==> src/rtl/adc_seq_pkg.sv <==
package adc_seq_pkg;
  typedef enum logic [1:0] {
    ST_IDLE = 2'd0,
    ST_CONV = 2'd1,
    ST_NEXT = 2'd2
  } seq_state_e;
endpackage

==> src/rtl/adc_seq_trig.sv <==
// Per-slot pending latch and overflow flag.
module adc_seq_trig #(
  parameter int NUM_SLOTS = 16,
  parameter int NUM_TRIG  = 16,
  parameter int SLOT_W    = $clog2(NUM_SLOTS),
  parameter int TSEL_W    = $clog2(NUM_TRIG)
) (
  input  logic                          clk,
  input  logic                          rst,
  input  logic [NUM_TRIG-1:0]           trig_in,
  input  logic [NUM_SLOTS*TSEL_W-1:0]   cfg_trig_sel,
  input  logic                          grant_vld,
  input  logic [SLOT_W-1:0]             grant_slot,
  input  logic [NUM_SLOTS-1:0]          ovf_clr,
  output logic [NUM_SLOTS-1:0]          pend,
  output logic [NUM_SLOTS-1:0]          ovf_flag
);
  for (genvar s = 0; s < NUM_SLOTS; s++) begin : g_slot
    logic [TSEL_W-1:0] sel;
    logic              hit;
    logic              clr;
    logic              pend_q;
    logic              ovf_q;

    assign sel = cfg_trig_sel[s*TSEL_W +: TSEL_W];
    assign hit = trig_in[sel];
    assign clr = grant_vld && (grant_slot == SLOT_W'(s));

    always_ff @(posedge clk) begin
      if (rst) begin
        pend_q <= 1'b0;
        ovf_q  <= 1'b0;
      end else begin
        pend_q <= hit | (pend_q & ~clr);
        if (hit && pend_q && !clr) begin
          ovf_q <= 1'b1;
        end else if (ovf_clr[s]) begin
          ovf_q <= 1'b0;
        end
      end
    end

    assign pend[s]     = pend_q;
    assign ovf_flag[s] = ovf_q;
  end
endmodule

==> src/rtl/adc_seq_arb.sv <==
// Priority group first, then rotation over the remaining slots.
module adc_seq_arb #(
  parameter int NUM_SLOTS = 16,
  parameter int HP_W      = 5,
  parameter int SLOT_W    = $clog2(NUM_SLOTS)
) (
  input  logic                 clk,
  input  logic                 rst,
  input  logic [NUM_SLOTS-1:0] pend,
  input  logic [HP_W-1:0]      cfg_hp_cnt,
  input  logic                 take,
  output logic                 pick_vld,
  output logic [SLOT_W-1:0]    pick_slot
);
  logic [NUM_SLOTS-1:0] hp_mask;
  logic [NUM_SLOTS-1:0] hp_req;
  logic [NUM_SLOTS-1:0] rr_req;
  logic [SLOT_W-1:0]    rr_ptr;
  logic                 pick_hp;

  for (genvar i = 0; i < NUM_SLOTS; i++) begin : g_mask
    assign hp_mask[i] = (int'(cfg_hp_cnt) > i);
  end

  assign hp_req = pend & hp_mask;
  assign rr_req = pend & ~hp_mask;

  always_comb begin
    pick_vld  = 1'b0;
    pick_hp   = 1'b0;
    pick_slot = '0;
    // scan from the far end so the nearest pending slot is kept last
    for (int off = NUM_SLOTS - 1; off >= 0; off--) begin
      if (rr_req[(int'(rr_ptr) + off) % NUM_SLOTS]) begin
        pick_vld  = 1'b1;
        pick_slot = SLOT_W'((int'(rr_ptr) + off) % NUM_SLOTS);
      end
    end
    for (int i = NUM_SLOTS - 1; i >= 0; i--) begin
      if (hp_req[i]) begin
        pick_vld  = 1'b1;
        pick_hp   = 1'b1;
        pick_slot = SLOT_W'(i);
      end
    end
  end

  always_ff @(posedge clk) begin
    if (rst) begin
      rr_ptr <= '0;
    end else if (take && !pick_hp) begin
      if (pick_slot == SLOT_W'(NUM_SLOTS - 1)) begin
        rr_ptr <= '0;
      end else begin
        rr_ptr <= pick_slot + 1'b1;
      end
    end
  end
endmodule

==> src/rtl/adc_seq_ctrl.sv <==
// Serialises conversions and runs oversampling bursts.
module adc_seq_ctrl
  import adc_seq_pkg::*;
#(
  parameter int NUM_SLOTS = 16,
  parameter int CH_W      = 4,
  parameter int WIN_W     = 6,
  parameter int OSR_W     = 2,
  parameter int RES_W     = 12,
  parameter int SLOT_W    = $clog2(NUM_SLOTS)
) (
  input  logic                         clk,
  input  logic                         rst,
  input  logic                         pick_vld,
  input  logic [SLOT_W-1:0]            pick_slot,
  input  logic [NUM_SLOTS*CH_W-1:0]    cfg_chan,
  input  logic [NUM_SLOTS*WIN_W-1:0]   cfg_win,
  input  logic [NUM_SLOTS*OSR_W-1:0]   cfg_osr,
  input  logic                         conv_done,
  input  logic [RES_W-1:0]             conv_data,
  output logic                         take,
  output logic                         conv_req,
  output logic [CH_W-1:0]              conv_chan,
  output logic [WIN_W-1:0]             conv_win,
  output logic                         wr_en,
  output logic [SLOT_W-1:0]            wr_addr,
  output logic [RES_W-1:0]             wr_data,
  output logic                         eoc_vld,
  output logic [SLOT_W-1:0]            eoc_slot
);
  seq_state_e        state;
  logic [SLOT_W-1:0] cur_slot;
  logic [OSR_W-1:0]  left;

  assign take = (state == ST_IDLE) && pick_vld;

  always_ff @(posedge clk) begin
    if (rst) begin
      state     <= ST_IDLE;
      cur_slot  <= '0;
      left      <= '0;
      conv_req  <= 1'b0;
      conv_chan <= '0;
      conv_win  <= '0;
      wr_en     <= 1'b0;
      wr_addr   <= '0;
      wr_data   <= '0;
      eoc_vld   <= 1'b0;
      eoc_slot  <= '0;
    end else begin
      wr_en   <= 1'b0;
      eoc_vld <= 1'b0;
      case (state)
        ST_IDLE: begin
          if (pick_vld) begin
            cur_slot  <= pick_slot;
            left      <= cfg_osr[pick_slot*OSR_W +: OSR_W];
            conv_chan <= cfg_chan[pick_slot*CH_W +: CH_W];
            conv_win  <= cfg_win[pick_slot*WIN_W +: WIN_W];
            conv_req  <= 1'b1;
            state     <= ST_CONV;
          end
        end
        ST_CONV: begin
          if (conv_done) begin
            conv_req <= 1'b0;
            wr_en    <= 1'b1;
            wr_addr  <= cur_slot;
            wr_data  <= conv_data;
            if (left == '0) begin
              eoc_vld  <= 1'b1;
              eoc_slot <= cur_slot;
              state    <= ST_IDLE;
            end else begin
              left  <= left - 1'b1;
              state <= ST_NEXT;
            end
          end
        end
        ST_NEXT: begin
          conv_req <= 1'b1;
          state    <= ST_CONV;
        end
        default: state <= ST_IDLE;
      endcase
    end
  end
endmodule

==> src/rtl/adc_seq_resmem.sv <==
// Result store: synchronous write, registered synchronous read.
module adc_seq_resmem #(
  parameter int DEPTH  = 16,
  parameter int RES_W  = 12,
  parameter int ADDR_W = $clog2(DEPTH)
) (
  input  logic              clk,
  input  logic              rst,
  input  logic              wr_en,
  input  logic [ADDR_W-1:0] wr_addr,
  input  logic [RES_W-1:0]  wr_data,
  input  logic [ADDR_W-1:0] rd_addr,
  output logic [RES_W-1:0]  rd_data
);
  logic [RES_W-1:0] mem [DEPTH];

  always_ff @(posedge clk) begin
    if (wr_en) begin
      mem[wr_addr] <= wr_data;
    end
  end

  always_ff @(posedge clk) begin
    if (rst) begin
      rd_data <= '0;
    end else begin
      rd_data <= mem[rd_addr];
    end
  end
endmodule

==> src/rtl/adc_seq_top.sv <==
module adc_seq_top
  import adc_seq_pkg::*;
#(
  parameter int NUM_SLOTS = 16,
  parameter int NUM_TRIG  = 16,
  parameter int CH_W      = 4,
  parameter int WIN_W     = 6,
  parameter int OSR_W     = 2,
  parameter int RES_W     = 12,
  parameter int NUM_IRQ   = 4,
  parameter int HP_W      = 5
) (
  input  logic                              clk,
  input  logic                              rst,
  input  logic [NUM_TRIG-1:0]               trig_in,
  input  logic [NUM_SLOTS*$clog2(NUM_TRIG)-1:0] cfg_trig_sel,
  input  logic [NUM_SLOTS*CH_W-1:0]         cfg_chan,
  input  logic [NUM_SLOTS*WIN_W-1:0]        cfg_win,
  input  logic [NUM_SLOTS*OSR_W-1:0]        cfg_osr,
  input  logic [HP_W-1:0]                   cfg_hp_cnt,
  input  logic [NUM_IRQ*$clog2(NUM_SLOTS)-1:0] cfg_irq_slot,
  input  logic [NUM_IRQ-1:0]                cfg_irq_oneshot,
  input  logic [NUM_IRQ-1:0]                irq_clr,
  input  logic [NUM_SLOTS-1:0]              ovf_clr,
  output logic                              conv_req,
  output logic [CH_W-1:0]                   conv_chan,
  output logic [WIN_W-1:0]                  conv_win,
  input  logic                              conv_done,
  input  logic [RES_W-1:0]                  conv_data,
  input  logic [$clog2(NUM_SLOTS)-1:0]      res_rd_addr,
  output logic [RES_W-1:0]                  res_rd_data,
  output logic [NUM_SLOTS-1:0]              ovf_flag,
  output logic [NUM_IRQ-1:0]                irq_out
);
  localparam int SLOT_W = $clog2(NUM_SLOTS);
  localparam int TSEL_W = $clog2(NUM_TRIG);

  logic [NUM_SLOTS-1:0] pend;
  logic                 take;
  logic                 pick_vld;
  logic [SLOT_W-1:0]    pick_slot;
  logic                 wr_en;
  logic [SLOT_W-1:0]    wr_addr;
  logic [RES_W-1:0]     wr_data;
  logic                 eoc_vld;
  logic [SLOT_W-1:0]    eoc_slot;

  adc_seq_trig #(
    .NUM_SLOTS(NUM_SLOTS), .NUM_TRIG(NUM_TRIG), .SLOT_W(SLOT_W), .TSEL_W(TSEL_W)
  ) u_trig (
    .clk(clk), .rst(rst), .trig_in(trig_in), .cfg_trig_sel(cfg_trig_sel),
    .grant_vld(take), .grant_slot(pick_slot), .ovf_clr(ovf_clr),
    .pend(pend), .ovf_flag(ovf_flag)
  );

  adc_seq_arb #(
    .NUM_SLOTS(NUM_SLOTS), .HP_W(HP_W), .SLOT_W(SLOT_W)
  ) u_arb (
    .clk(clk), .rst(rst), .pend(pend), .cfg_hp_cnt(cfg_hp_cnt), .take(take),
    .pick_vld(pick_vld), .pick_slot(pick_slot)
  );

  adc_seq_ctrl #(
    .NUM_SLOTS(NUM_SLOTS), .CH_W(CH_W), .WIN_W(WIN_W), .OSR_W(OSR_W),
    .RES_W(RES_W), .SLOT_W(SLOT_W)
  ) u_ctrl (
    .clk(clk), .rst(rst), .pick_vld(pick_vld), .pick_slot(pick_slot),
    .cfg_chan(cfg_chan), .cfg_win(cfg_win), .cfg_osr(cfg_osr),
    .conv_done(conv_done), .conv_data(conv_data), .take(take),
    .conv_req(conv_req), .conv_chan(conv_chan), .conv_win(conv_win),
    .wr_en(wr_en), .wr_addr(wr_addr), .wr_data(wr_data),
    .eoc_vld(eoc_vld), .eoc_slot(eoc_slot)
  );

  adc_seq_resmem #(
    .DEPTH(NUM_SLOTS), .RES_W(RES_W), .ADDR_W(SLOT_W)
  ) u_mem (
    .clk(clk), .rst(rst), .wr_en(wr_en), .wr_addr(wr_addr), .wr_data(wr_data),
    .rd_addr(res_rd_addr), .rd_data(res_rd_data)
  );

  // End-of-conversion interrupt lines
  for (genvar k = 0; k < NUM_IRQ; k++) begin : g_irq
    logic hit;
    logic irq_q;

    assign hit = eoc_vld && (eoc_slot == cfg_irq_slot[k*SLOT_W +: SLOT_W]);

    always_ff @(posedge clk) begin
      if (rst) begin
        irq_q <= 1'b0;
      end else if (cfg_irq_oneshot[k]) begin
        if (hit) begin
          irq_q <= 1'b1;
        end else if (irq_clr[k]) begin
          irq_q <= 1'b0;
        end
      end else begin
        irq_q <= hit;
      end
    end

    assign irq_out[k] = irq_q;
  end
endmodule

==> config.mk <==
export PLATFORM = sky130hd
export DESIGN_NAME = adc_seq_top
export DESIGN_NICKNAME = d
export VERILOG_FILES = /design/src/rtl/adc_seq_pkg.sv /design/src/rtl/adc_seq_trig.sv /design/src/rtl/adc_seq_arb.sv /design/src/rtl/adc_seq_ctrl.sv /design/src/rtl/adc_seq_resmem.sv /design/src/rtl/adc_seq_top.sv
export SDC_FILE = /design/constraint.sdc
export NUM_CORES = 1
export LEC_CHECK = 0
export ABC_AREA = 1
export BUFFER_PORTS_ARGS = -buffer_cell sky130_fd_sc_hd__clkbuf_2
export CAP_MARGIN = 20
export CORE_ASPECT_RATIO = 1.1
export CORE_MARGIN = 2
export CORE_UTILIZATION = 40
export DETAILED_ROUTE_END_ITERATION = 6
export PLACE_DENSITY_LB_ADDON = 0.05
export SLEW_MARGIN = 15
export SYNTH_ARGS = -nofsm -noshare
export SYNTH_HDL_FRONTEND = slang
export SYNTH_SLANG_ARGS = --single-unit
==> constraint.sdc <==
create_clock -name clk -period 12.15 [get_ports clk]
set_clock_uncertainty 0.15 [all_clocks]
set_input_delay 0 -clock clk [delete_from_list [all_inputs] [get_ports clk]]
set_output_delay 0 -clock clk [all_outputs]
set_load 0.01 [all_outputs]
# --- Word-level counts from Yosys, hierarchy flattened ---
# Memory sizes are Yosys's and may differ from the RTL's. A register that Yosys moved wholly into a read port is not among the register bits.
# Index checks and enable logic that the tools add are counted.
classes:
  n_shift: 3
  n_reduce_logical: 115
  multipliers: 1
  n_lt_le_gt_ge: 48
  n_eq_ne: 28
  n_mux: 219
  addsub: 17
  bitwise: 68
op_table:
  columns: ["operator", "n"]
  rows:
  - ["1-bit two-way mux", 145]
  - ["4-bit two-way mux", 33]
  - ["1-bit binary-select mux with 4-bit select", 32]
  - ["96-bit by 8-bit indexed part select with 6-bit output", 1]
  - ["5-bit by 6-bit less-than comparator with 1-bit output, second input constant", 15]
  - ["4-bit by 5-bit less-than comparator with 1-bit output, second input constant", 17]
  - ["64-bit by 7-bit indexed part select with 4-bit output", 1]
  - ["4-bit OR reduction", 15]
  - ["1-bit logical AND", 54]
  - ["5-bit by 4-bit > comparator with 1-bit output, second input constant", 8]
  - ["2-bit nonzero test", 17]
  - ["4-bit adder, second input constant", 8]
  - ["16-bit AND", 2]
  - ["4-bit equality test, second input constant", 8]
  - ["32-bit by 6-bit indexed part select with 2-bit output", 1]
  - ["5-bit by 3-bit > comparator with 1-bit output, second input constant", 4]
  - ["1-bit inverter", 18]
  - ["1-bit zero test", 17]
  - ["4-bit by 3-bit adder with 4-bit output, second input constant", 4]
  - ["1-bit AND", 16]
  - ["4-bit by 3-bit equality test with 1-bit output, second input constant", 4]
  - ["4-bit equality test", 4]
  - ["16-bit inverter", 1]
  - ["1-bit OR", 16]
  - ["26 further kinds", 58]
totals:
  ramBits: 192
  in_bits: 336
  mem_count: 1
  output_inout_bits: 43
  reg_bits: 81
  elab_cells: 548
memory_table:
  columns: ["name", "depth", "word_bits", "rd", "rd_ports_with_merged_regs", "write_ports", "line_no", "source"]
  rows:
  - ["u_mem.mem", 16, 12, 1, 1, 1, "adc_seq_resmem.sv:15", "logic [RES_W-1:0] mem [DEPTH];"]

# --- Logic depth before layout (Yosys ltp) ---
# Gate-level depths: netlist (run 1).
logic_depth:
  depth_word: 43
  mapped_depth: 50
  ltp_nobuf: 49

# --- Modules after synthesis ---
# From an unflattened synthesis (run 1), not the netlist that was laid out.
unflattened:
  hier_cells: 2753
  hier_area_um2: 19068.3
modules_own_cells:
  columns: ["module", "seq_area_each_um2", "instances", "cells_each", "area_per_inst_um2"]
  rows:
  - ["adc_seq_resmem", 6005.8, 1, 790, 8455.6]
  - ["adc_seq_trig", 640.6, 1, 811, 4334.2]
  - ["adc_seq_ctrl", 820.8, 1, 581, 3299.4]
  - ["adc_seq_arb", 80.1, 1, 484, 2523.7]
  - ["adc_seq_top", 80.1, 1, 87, 455.4]

# --- Worst setup path after synthesis (run 1) ---
# No wires, ideal clock.
synth_path:
  path_kind: "register to register"
  start: "reg u_arb.rr_ptr[1]"
  end: "reg u_trig.g_slot[14].ovf_q"
  period_less_slack_ps: 4580
  stages_incl_launch_ff: 48
  setup_slack_ps: 7570
  t_arrival_ps: 4302
  n_path_buf: 4
  required_time_ps: 11872
  setup_time_ps: 128
  cell_sequence: "dfxtp_1 -> inv_1 -> clkbuf_1 -> ha_1 -> inv_1 -> clkbuf_1 -> nand3_1 -> nand2_1 -> nand2_1 -> nand3b_1 -> nand2_1 -> inv_2 -> nand2_1 -> nand2_1 -> nand2_1 -> nand2_1 -> nand2_1 -> nand2_1 -> (+12 left out) -> nand2_1 -> nand2_1 -> nand2_1 -> nand2_1 -> nand3_1 -> nand2_1 -> nand2_1 -> nand2_2 -> nand2_2 -> buf_6 -> buf_6 -> ha_1 -> nand2_1 -> o21ai_0 -> nor2_1 -> nor2_1 -> a21oi_1 -> nor2_1"
synth_via:
  elab_chain_len: 41
  word_cells_on_any_way: 133
  cone_classes: "15 x add/sub; 1 x eq/ne; 112 x mux; 5 x reduce/logical"
synth_lines:
  columns: ["item", "line_no", "source"]
  rows:
  - ["start, declared", "adc_seq_arb.sv:18", "logic [SLOT_W-1:0] rr_ptr;"]
  - ["start signal, assigned", "adc_seq_arb.sv:55", "rr_ptr <= pick_slot + 1'b1;"]
  - ["4-bit adder", "adc_seq_arb.sv:34, adc_seq_arb.sv:36", null]
  - ["1-bit binary-select mux with 4-bit select", "adc_seq_arb.sv:34", "if (rr_req[(int'(rr_ptr) + off) % NUM_SLOTS]) begin"]
  - ["1-bit two-way mux (not written as such) (2 in series)", "adc_seq_arb.sv:34", null]
  - ["4-bit two-way mux / 1-bit two-way mux (equally long branches) (16 in series)", "adc_seq_arb.sv:34", null]
  - ["4-bit two-way mux / 1-bit two-way mux (equally long branches) (16 in series)", "adc_seq_arb.sv:40", "if (hp_req[i]) begin"]
  - ["4-bit equality test / 1-bit logical AND (equally long branches)", "adc_seq_trig.sv:27, adc_seq_ctrl.sv:35", null]
  - ["1-bit logical AND *", "adc_seq_trig.sv:27", "assign clr = grant_vld && (grant_slot == SLOT_W'(s));"]
  - ["1-bit zero test *", "adc_seq_trig.sv:35", "if (hit && pend_q && !clr) begin"]
  - ["1-bit logical AND *", "adc_seq_trig.sv:35", null]
  - ["1-bit two-way mux / 2-bit nonzero test (equally long branches)", null, null]
  - ["end signal, assigned", "adc_seq_trig.sv:32", "ovf_q <= 1'b0;"]
  - ["end signal, assigned", "adc_seq_trig.sv:36", "ovf_q <= 1'b1;"]
  - ["end signal, assigned", "adc_seq_trig.sv:38", "ovf_q <= 1'b0;"]
  - ["end, declared", "adc_seq_trig.sv:23", "logic ovf_q;"]
# Mark *: on every way between the ends. The rest lies on a longest branch, timed or not. The select of a mux whose other input is x is not followed.
# A chain may end at the register's enable or synchronous reset.

# --- Final worst setup path (run 1) ---
layout_path:
  start: "reg u_arb.rr_ptr[1]"
  end: "reg u_ctrl.left[1]"
layout_via:
  elab_chain_len: 39
  word_cells_on_any_way: 131
  cone_classes: "15 x add/sub; 1 x eq/ne; 1 x shift; 113 x mux; 1 x reduce/logical"
layout_lines:
  columns: ["item", "line_no", "source"]
  rows:
  - ["4-bit adder", "adc_seq_arb.sv:34, adc_seq_arb.sv:36", null]
  - ["1-bit binary-select mux with 4-bit select", "adc_seq_arb.sv:34", null]
  - ["1-bit two-way mux (not written as such) (2 in series)", "adc_seq_arb.sv:34", null]
  - ["4-bit two-way mux (16 in series)", "adc_seq_arb.sv:34", null]
  - ["4-bit two-way mux (16 in series)", "adc_seq_arb.sv:40", null]
  - ["32-bit by 6-bit indexed part select with 2-bit output", "adc_seq_ctrl.sv:57", "left <= cfg_osr[pick_slot*OSR_W +: OSR_W];"]
  - ["2-bit two-way mux", "adc_seq_ctrl.sv:55", "if (pick_vld) begin"]
  - ["2-bit one-hot mux with 2 select lines", "adc_seq_ctrl.sv:53", "case (state)"]
  - ["end signal, assigned", "adc_seq_ctrl.sv:57", null]
  - ["end signal, assigned", "adc_seq_ctrl.sv:75", "left <= left - 1'b1;"]
  - ["end, declared", "adc_seq_ctrl.sv:33", "logic [OSR_W-1:0] left;"]
# Parallel ways exist; a longest one is shown, timed or not. The select of a mux whose other input is x is not followed.

==> results of run 1 <==
logic make-up after synthesis:
group	count (synthesis)
DFF	285
AOI/OAI and AO/OA	680
and+or+nand+nor	978
buffers and inverters	295
xor gates and xnor gates	11
adders and majority gates	16
sequential cells by signal, indices dropped and copies added, names as in the netlist:
name                  count
g_irq.irq_q               4
u_arb.rr_ptr              4
u_ctrl.conv_chan          4
u_ctrl.conv_req           1
u_ctrl.conv_win           6
u_ctrl.cur_slot           4
u_ctrl.eoc_slot           4
u_ctrl.eoc_vld            1
u_ctrl.left               2
u_ctrl.state              2
u_ctrl.wr_addr            4
u_ctrl.wr_data           12
u_ctrl.wr_en              1
u_mem.mem               192
u_mem.rd_data            12
u_trig.g_slot.ovf_q      16
u_trig.g_slot.pend_q     16
synth_stat cells, types with 10 or more instances:
master | count | area (sq um)
a311o_1 | 10 | 100
o211ai_1 | 48 | 360
nand2_1 | 413 | 1550
o22ai_1 | 42 | 263
nor3_1 | 16 | 80.1
buf_2 | 27 | 135
a211oi_1 | 18 | 135
inv_1 | 125 | 469
inv_2 | 14 | 52.6
buf_4 | 23 | 173
o221ai_1 | 47 | 412
a21oi_1 | 184 | 921
dfxtp_1 | 93 | 1860
edfxtp_1 | 192 | 5770
nor2_1 | 323 | 1210
nand2_2 | 11 | 68.8
clkbuf_1 | 96 | 360
ha_1 | 16 | 200
o21ai_0 | 266 | 1330
o21ai_1 | 45 | 225
nand3_1 | 187 | 936
metal layers:
layer / vias up / global-route usage, % / share of wire [%]
met3: 125 / 3.37 / 6.9
met2: 768 / 49.9 / 49
met1: 8777 / 37.5 / 41
li1: 8856 / - / -
met4: 0 / 10.8 / 3.8
met5: - / 0 / 0
power by group through the flow:
| stage | clock network (uW) | registers [uW] | logic [uW] |
|---|---|---|---|
| 6_report | 928 | 1180 | 934 |
| 5_1_grt | 985 | 1190 | 1040 |
| 4_1_cts | 944 | 1180 | 925 |
| 3_5_place_dp | 0 | 1200 | 805 |
| 3_3_place_gp | 0 | 1200 | 801 |
| 2_1_floorplan | 0 | 1180 | 535 |
final timing paths:
kind,slack [ns],startpoint,depth (start not counted),endpoint
worst max-delay path,2.89,u_arb.rr_ptr[1]$_SDFFE_PP0P_,42,u_ctrl.left[1]$_SDFFE_PP0P_
worst min register to register,0.31,u_ctrl.conv_req$_SDFFE_PP0P_,2,u_ctrl.conv_req$_SDFFE_PP0P_
worst max register to register,2.89,u_arb.rr_ptr[1]$_SDFFE_PP0P_,42,u_ctrl.left[1]$_SDFFE_PP0P_
worst min-delay path,0.07,conv_data[3],4,u_ctrl.wr_data[3]$_SDFFE_PP0P_
worst register-to-register path: cells and delay by family, from the launching register on:
kind	cells	cell delay, ns
buffers and inverters	9	4.57
and+or+nand+nor	30	2.28
DFF	1	0.80
adders and majority gates	1	0.75
AOI/OAI and AO/OA	2	0.65
area by class of cell:
type	count	area, sq um
diodes	11	27.5
flip-flops and latches	285	7630
clock inverters	16	114
repair buffers	571	3760
well taps	567	709
clock buffers	42	901
multi-input cells	1685	8290
fillers	4266	20300
inverters	144	544
timing repair:
item                                   4_1_cts  5_1_grt
hold buffers                               167        0
endpoints found under the hold margin       76        0
buffers inserted                             0        0
metrics by stage:
step | area, sq um | setup WS (ns) | power [uW] | std cells
2_1_floorplan | 17200 | 7.57 | 1720 | 2265
3_3_place_gp | 19300 | 5.46 | 2000 | 3085
3_5_place_dp | 19300 | 5.30 | 2010 | 3085
4_1_cts | 21900 | 2.95 | 3050 | 3310
5_1_grt | 22000 | 2.15 | 3220 | 3319
6_report | 22000 | 2.89 | 3050 | 3321
==> results_dict.tcl, run 1 <==
set metrics [dict create \
    status "complete, no violations" \
    cts_tree "built" \
    synth-simple-area-share_pct 23.7 \
    die_h_um 221 \
    synth_compound_area_share_pct 22.8 \
    synth_xor_area_share_pct 0.606 \
    cap_violations 0 \
    sequentialPowerShare_pct 38.9 \
    wl_per_cell_um 20.1 \
    syn-num-nets 2617 \
    max-slew-margin-rel_pct 27.8 \
    yosysSeqAreaShare_pct 44.5 \
    ys_types 44 \
    final_util_pct 51.9 \
    crit_required_ns 12.51 \
    drc 0 \
    ant_nets 0 \
    critPathKind "register to register" \
    track_usage_pct 29.0 \
    maxSlewViolCount 0 \
    combPwrFrac_pct 30.7 \
    syn_avg_cell_area_sq_um 7.57 \
    dpl.hpwl_um 46300 \
    final_common_cell "nand2_1" \
    slowest_delay_ns 0.80 \
    min_period_ns 9.26 \
    drtIter0Drc 1499 \
    p_leak_uw 0.00929 \
    switching_share_pct 34.1 \
    yosysWarnings 0 \
    synth_fa_ha_area_share_pct 1.17 \
    setup_violations 0 \
    gp_congestion 0.904 \
    path_clk_slew_ns 0.06 \
    drive_above_1_share_pct 18.1 \
    end_kind "register" \
    cp_max_fo 104 \
    hold_violations 0 \
    mostFrequentLayoutCells "nand2_1 (412), clkbuf_2 (378), nor2_1 (321)" \
    rsz0062_at_grt "false" \
    die_w_um 201 \
    area_growth_pct 28.1 \
    grt_pass1_vias 17800 \
    rows 79 \
    grt-ovfl-total 0 \
    routed_wl_um 66800 \
    cpLargestDelayFamily "buffers and inverters" \
    worst_pin_slew_ns 1.08 \
    power_density_nw_per_um2 139 \
    cts_sinks 285 \
    final.setup.tns_ns 0 \
    period_share_pct 76.2 \
    syn_inst 2265 \
    start_kind "register" \
    netlist_area_sq_um 17200 \
    fmax_ghz 0.108 \
    internal_power_uw 2010 \
    ios 379 \
    clockPowerShare_pct 30.5 \
    synthMuxAreaShare_pct 0 \
    dr.pass1.iters 6 \
    crit_slowest_cell "dfxtp_1" \
    synth_edf_count 192 \
    clock_path_buffers 3 \
    viasPerCell 5.58 \
    final_nets 3070 \
    start_util_pct 40.5 \
    async_flop_share_pct 0 \
    antenna_found_initial 11 \
    grt_max_degree 105 \
    core-area_sq_um 42300 \
    peakVddDrop_uv 108 \
    clock-root-buffer "clkbuf_16" \
    arrival_ns 9.61 \
    hold_path_class "input pin to register" \
    ys_seq_elements 285 \
    crit_top_cell "nand2_1" \
    cts_made_buffers 31 \
    fp.dieArea_sq_um 44500 \
    synth_top_family_by_area "simple AND/OR/NAND/NOR gates" \
    path_buf_inv 9 \
    clkLatencyLatePin_ns 0.58 \
    cts_resized 0 \
    route.vias.total 18500 \
    grt_pass1_wl_um 102000 \
    portBuffers 378 \
    holdWs_ns 0.0700 \
    htreeDepth 1 \
    ys.flop_type "edfxtp_1" \
    switchingPower_uw 1040 \
]
Note: power is estimated with default switching activity, not from simulation.
==> run 2, diff against run 1 <==
Settings changed: ABC_AREA 1 to 0.
Clock period 12.15 ns to 8.6 ns, I/O delays scaled along.
==> run 2 against run 1 <==
- combinational power rose by 52%
- sequential share of layout area shrank 0.99 points
- critical endpoint unchanged
- fmax increased by 14%
- sequential power grew 37%
==> results_dict.tcl, run 2 <==
set metrics [dict create \
    status "complete, no violations" \
    max-slew-margin-rel_pct 30.5 \
    ys_seq_elements 285 \
    clkLatencyLatePin_ns 0.56 \
    synth_common_cells "edfxtp_1 (192), mux4_2 (151), mux2i_1 (125), nand2_1 (119)" \
    switchingPower_uw 1370 \
    ios 379 \
    synth_edf_count 192 \
    sequentialPowerShare_pct 38.1 \
    start_kind "register" \
    period_share_pct 94.5 \
    dr.pass1.iters 5 \
    internal_power_uw 2880 \
    hold_violations 0 \
    fp.dieArea_sq_um 46600 \
    path_clk_slew_ns 0.06 \
    cts_made_buffers 31 \
    slowest_delay_ns 0.65 \
    ant_nets 0 \
    crit_top_cell "dlygate4sd3_1" \
    htreeDepth 1 \
    arrival_ns 8.42 \
    p_leak_uw 0.00872 \
    cap_violations 0 \
    yosysSeqAreaShare_pct 42.5 \
    path_buf_inv 7 \
    clock-root-buffer "clkbuf_16" \
    core-area_sq_um 44400 \
    syn-num-nets 1867 \
    final.setup.tns_ns 0 \
    crit_required_ns 8.89 \
    drc 0 \
    routed_wl_um 62200 \
    area_growth_pct 26.0 \
    track_usage_pct 26.4 \
    power_density_nw_per_um2 188 \
    cts_sinks 285 \
    dpl.hpwl_um 44200 \
    final_common_cell "clkbuf_2" \
    yosys.area.top_type "edfxtp_1" \
    die_w_um 206 \
    mostFrequentLayoutCells "clkbuf_2 (375), edfxtp_1 (192), mux4_2 (151)" \
    top_register "u_mem.mem" \
    holdWs_ns 0.0770 \
    fillers 3994 \
    async_flop_share_pct 0 \
    largestRegisters "u_mem.mem: 192 flops, u_trig.g_slot.ovf_q: 16 flops, u_trig.g_slot.pend_q: 16 flops" \
    final_nets 2315 \
    synth_top_area_share_pct 32.1 \
    route.vias.total 15000 \
    ys.flop_type "edfxtp_1" \
    worst_pin_slew_ns 1.04 \
    cts_tree "built" \
    end_kind "register" \
    rows 81 \
    grt_max_degree 93 \
    combPwrFrac_pct 33.5 \
    maxSlewViolCount 0 \
    grt_pass1_wl_um 92300 \
    peakVddDrop_uv 138 \
    largest_register_ffs 192 \
    min_period_ns 8.13 \
    syn_inst 1515 \
    cp_max_fo 46 \
    viasPerCell 5.84 \
    yosys.cell_count.top_type "edfxtp_1" \
    antenna_found_initial 1 \
    grt_pass1_vias 15200 \
    crit_slowest_cell "mux2i_1" \
    grt-ovfl-total 0 \
    die_h_um 226 \
    rsz0062_at_grt "false" \
    drtIter0Drc 1159 \
    portBuffers 378 \
    gp_congestion 0.985 \
    start_util_pct 40.5 \
    cpLargestDelayFamily "buffers and inverters" \
    critPathKind "register to register" \
    ys_types 79 \
    hold_path_class "input pin to register" \
    post-cts-setup-buffer-count 0 \
    clockPowerShare_pct 28.5 \
    syn_avg_cell_area_sq_um 11.9 \
    clock_path_buffers 3 \
    cts_resized 0 \
    yosysWarnings 0 \
    wl_per_cell_um 24.2 \
    drive_above_1_share_pct 33.4 \
    setup_violations 0 \
    netlist_area_sq_um 18000 \
    path_cells "inv_1 -> ha_1 -> buf_4 -> clkinv_1 -> mux2i_1 -> o32ai_1 -> mux2i_1 -> mux2i_1 -> and2_1 -> o41ai_1 -> a221oi_2 -> o21ai_4 -> nand2_8 -> mux2_2 -> dlygate4sd3_1 -> o211ai_1 -> dlygate4sd3_1 -> o211a_1 -> dlygate4sd3_1 -> o21ai_1 -> dlygate4sd3_1" \
    fmax_ghz 0.123 \
    switching_share_pct 32.2 \
    synthTopCellsByArea "edfxtp_1 (32%), mux4_2 (19%), dfxtp_1 (10%)" \
]
==> run 2: worst min-delay path, stage by stage <==
cell and delay, ns:
clkbuf_2 0.32, mux4_2 0.31, nor2b_1 0.11
==> run 2: layout make-up <==
| cell class | instances | area [sq um] | share of cell area [%] |
|---|---|---|---|
| clock inverter | 20 | 118 | 0.520 |
| clock buffer | 38 | 822 | 3.63 |
| sequential | 285 | 7630 | 33.7 |
| timing repair buffer | 544 | 3540 | 15.7 |
| antenna | 1 | 2.50 | 0.0111 |
| multi-input combinational | 1071 | 9670 | 42.7 |
| inverter | 30 | 113 | 0.498 |
| tap | 581 | 727 | 3.21 |
==> run 2: timing repair <==
item                                    in CTS  in global routing
endpoints found under the setup margin       0                  4
hold buffers                               147                  0
endpoints found under the hold margin       71                  0
==> run 2: layer usage <==
layer | wire (um) | share of wire [%] | vias up | GRT usage [%]
met4 | 1900 | 3.1 | 0 | 7.95
met1 | 25900 | 42 | 7477 | 35.3
met5 | 0 | 0 | - | 0
li1 | - | - | 6831 | -
met3 | 4210 | 6.8 | 98 | 4.76
met2 | 30100 | 48 | 591 | 43.5
==> run 2: final timing paths <==
kind	start	endpoint	slack, ns	cells after the start
setup / recovery	u_arb.rr_ptr[0]$_SDFFE_PP0P_	u_ctrl.left[1]$_SDFFE_PP0P_	0.47	21
hold / removal	res_rd_addr[3]	u_mem.rd_data[5]$_SDFF_PP0_	0.08	3
setup reg to reg	u_arb.rr_ptr[0]$_SDFFE_PP0P_	u_ctrl.left[1]$_SDFFE_PP0P_	0.47	21
hold reg to reg	u_ctrl.cur_slot[1]$_SDFFE_PP0P_	u_ctrl.wr_addr[1]$_SDFFE_PP0P_	0.32	2
==> run 2: metrics by stage <==
| stage | utilization, % | setup slack (ns) | instances | power (uW) | area [sq um] |
|---|---|---|---|---|---|
| 2_1_floorplan | - | 3.41 | 1515 | 2490 | 18000 |
| 3_3_place_gp | 45.4 | 2.22 | 2362 | 2900 | 20200 |
| 3_5_place_dp | 45.4 | 2.18 | 2362 | 2910 | 20200 |
| 4_1_cts | 50.9 | 0.407 | 2567 | 4260 | 22600 |
| 5_1_grt | 51.0 | 0.137 | 2570 | 4440 | 22600 |
| 6_report | 51.0 | 0.469 | 2570 | 4250 | 22600 |
==> run 2: cells by family after synthesis <==
group / count (synthesis) / share of synthesized area (%)
AND/OR/NAND/NOR: 403 / 11.0
AO/OA/AOI/OAI: 316 / 12.1
multiplexers: 304 / 27.7
flip-flops: 285 / 42.5
buffers and inverters: 160 / 4.12
XOR/XNOR: 30 / 1.46
adder cells (fa/ha/maj): 17 / 1.17
==> run 2: power by group through the flow <==
stage	clock [uW]	sequential (uW)	combinational, uW
2_1_floorplan	0	1610	879
3_3_place_gp	0	1640	1260
3_5_place_dp	0	1640	1260
4_1_cts	1240	1610	1410
5_1_grt	1290	1630	1530
6_report	1210	1620	1420
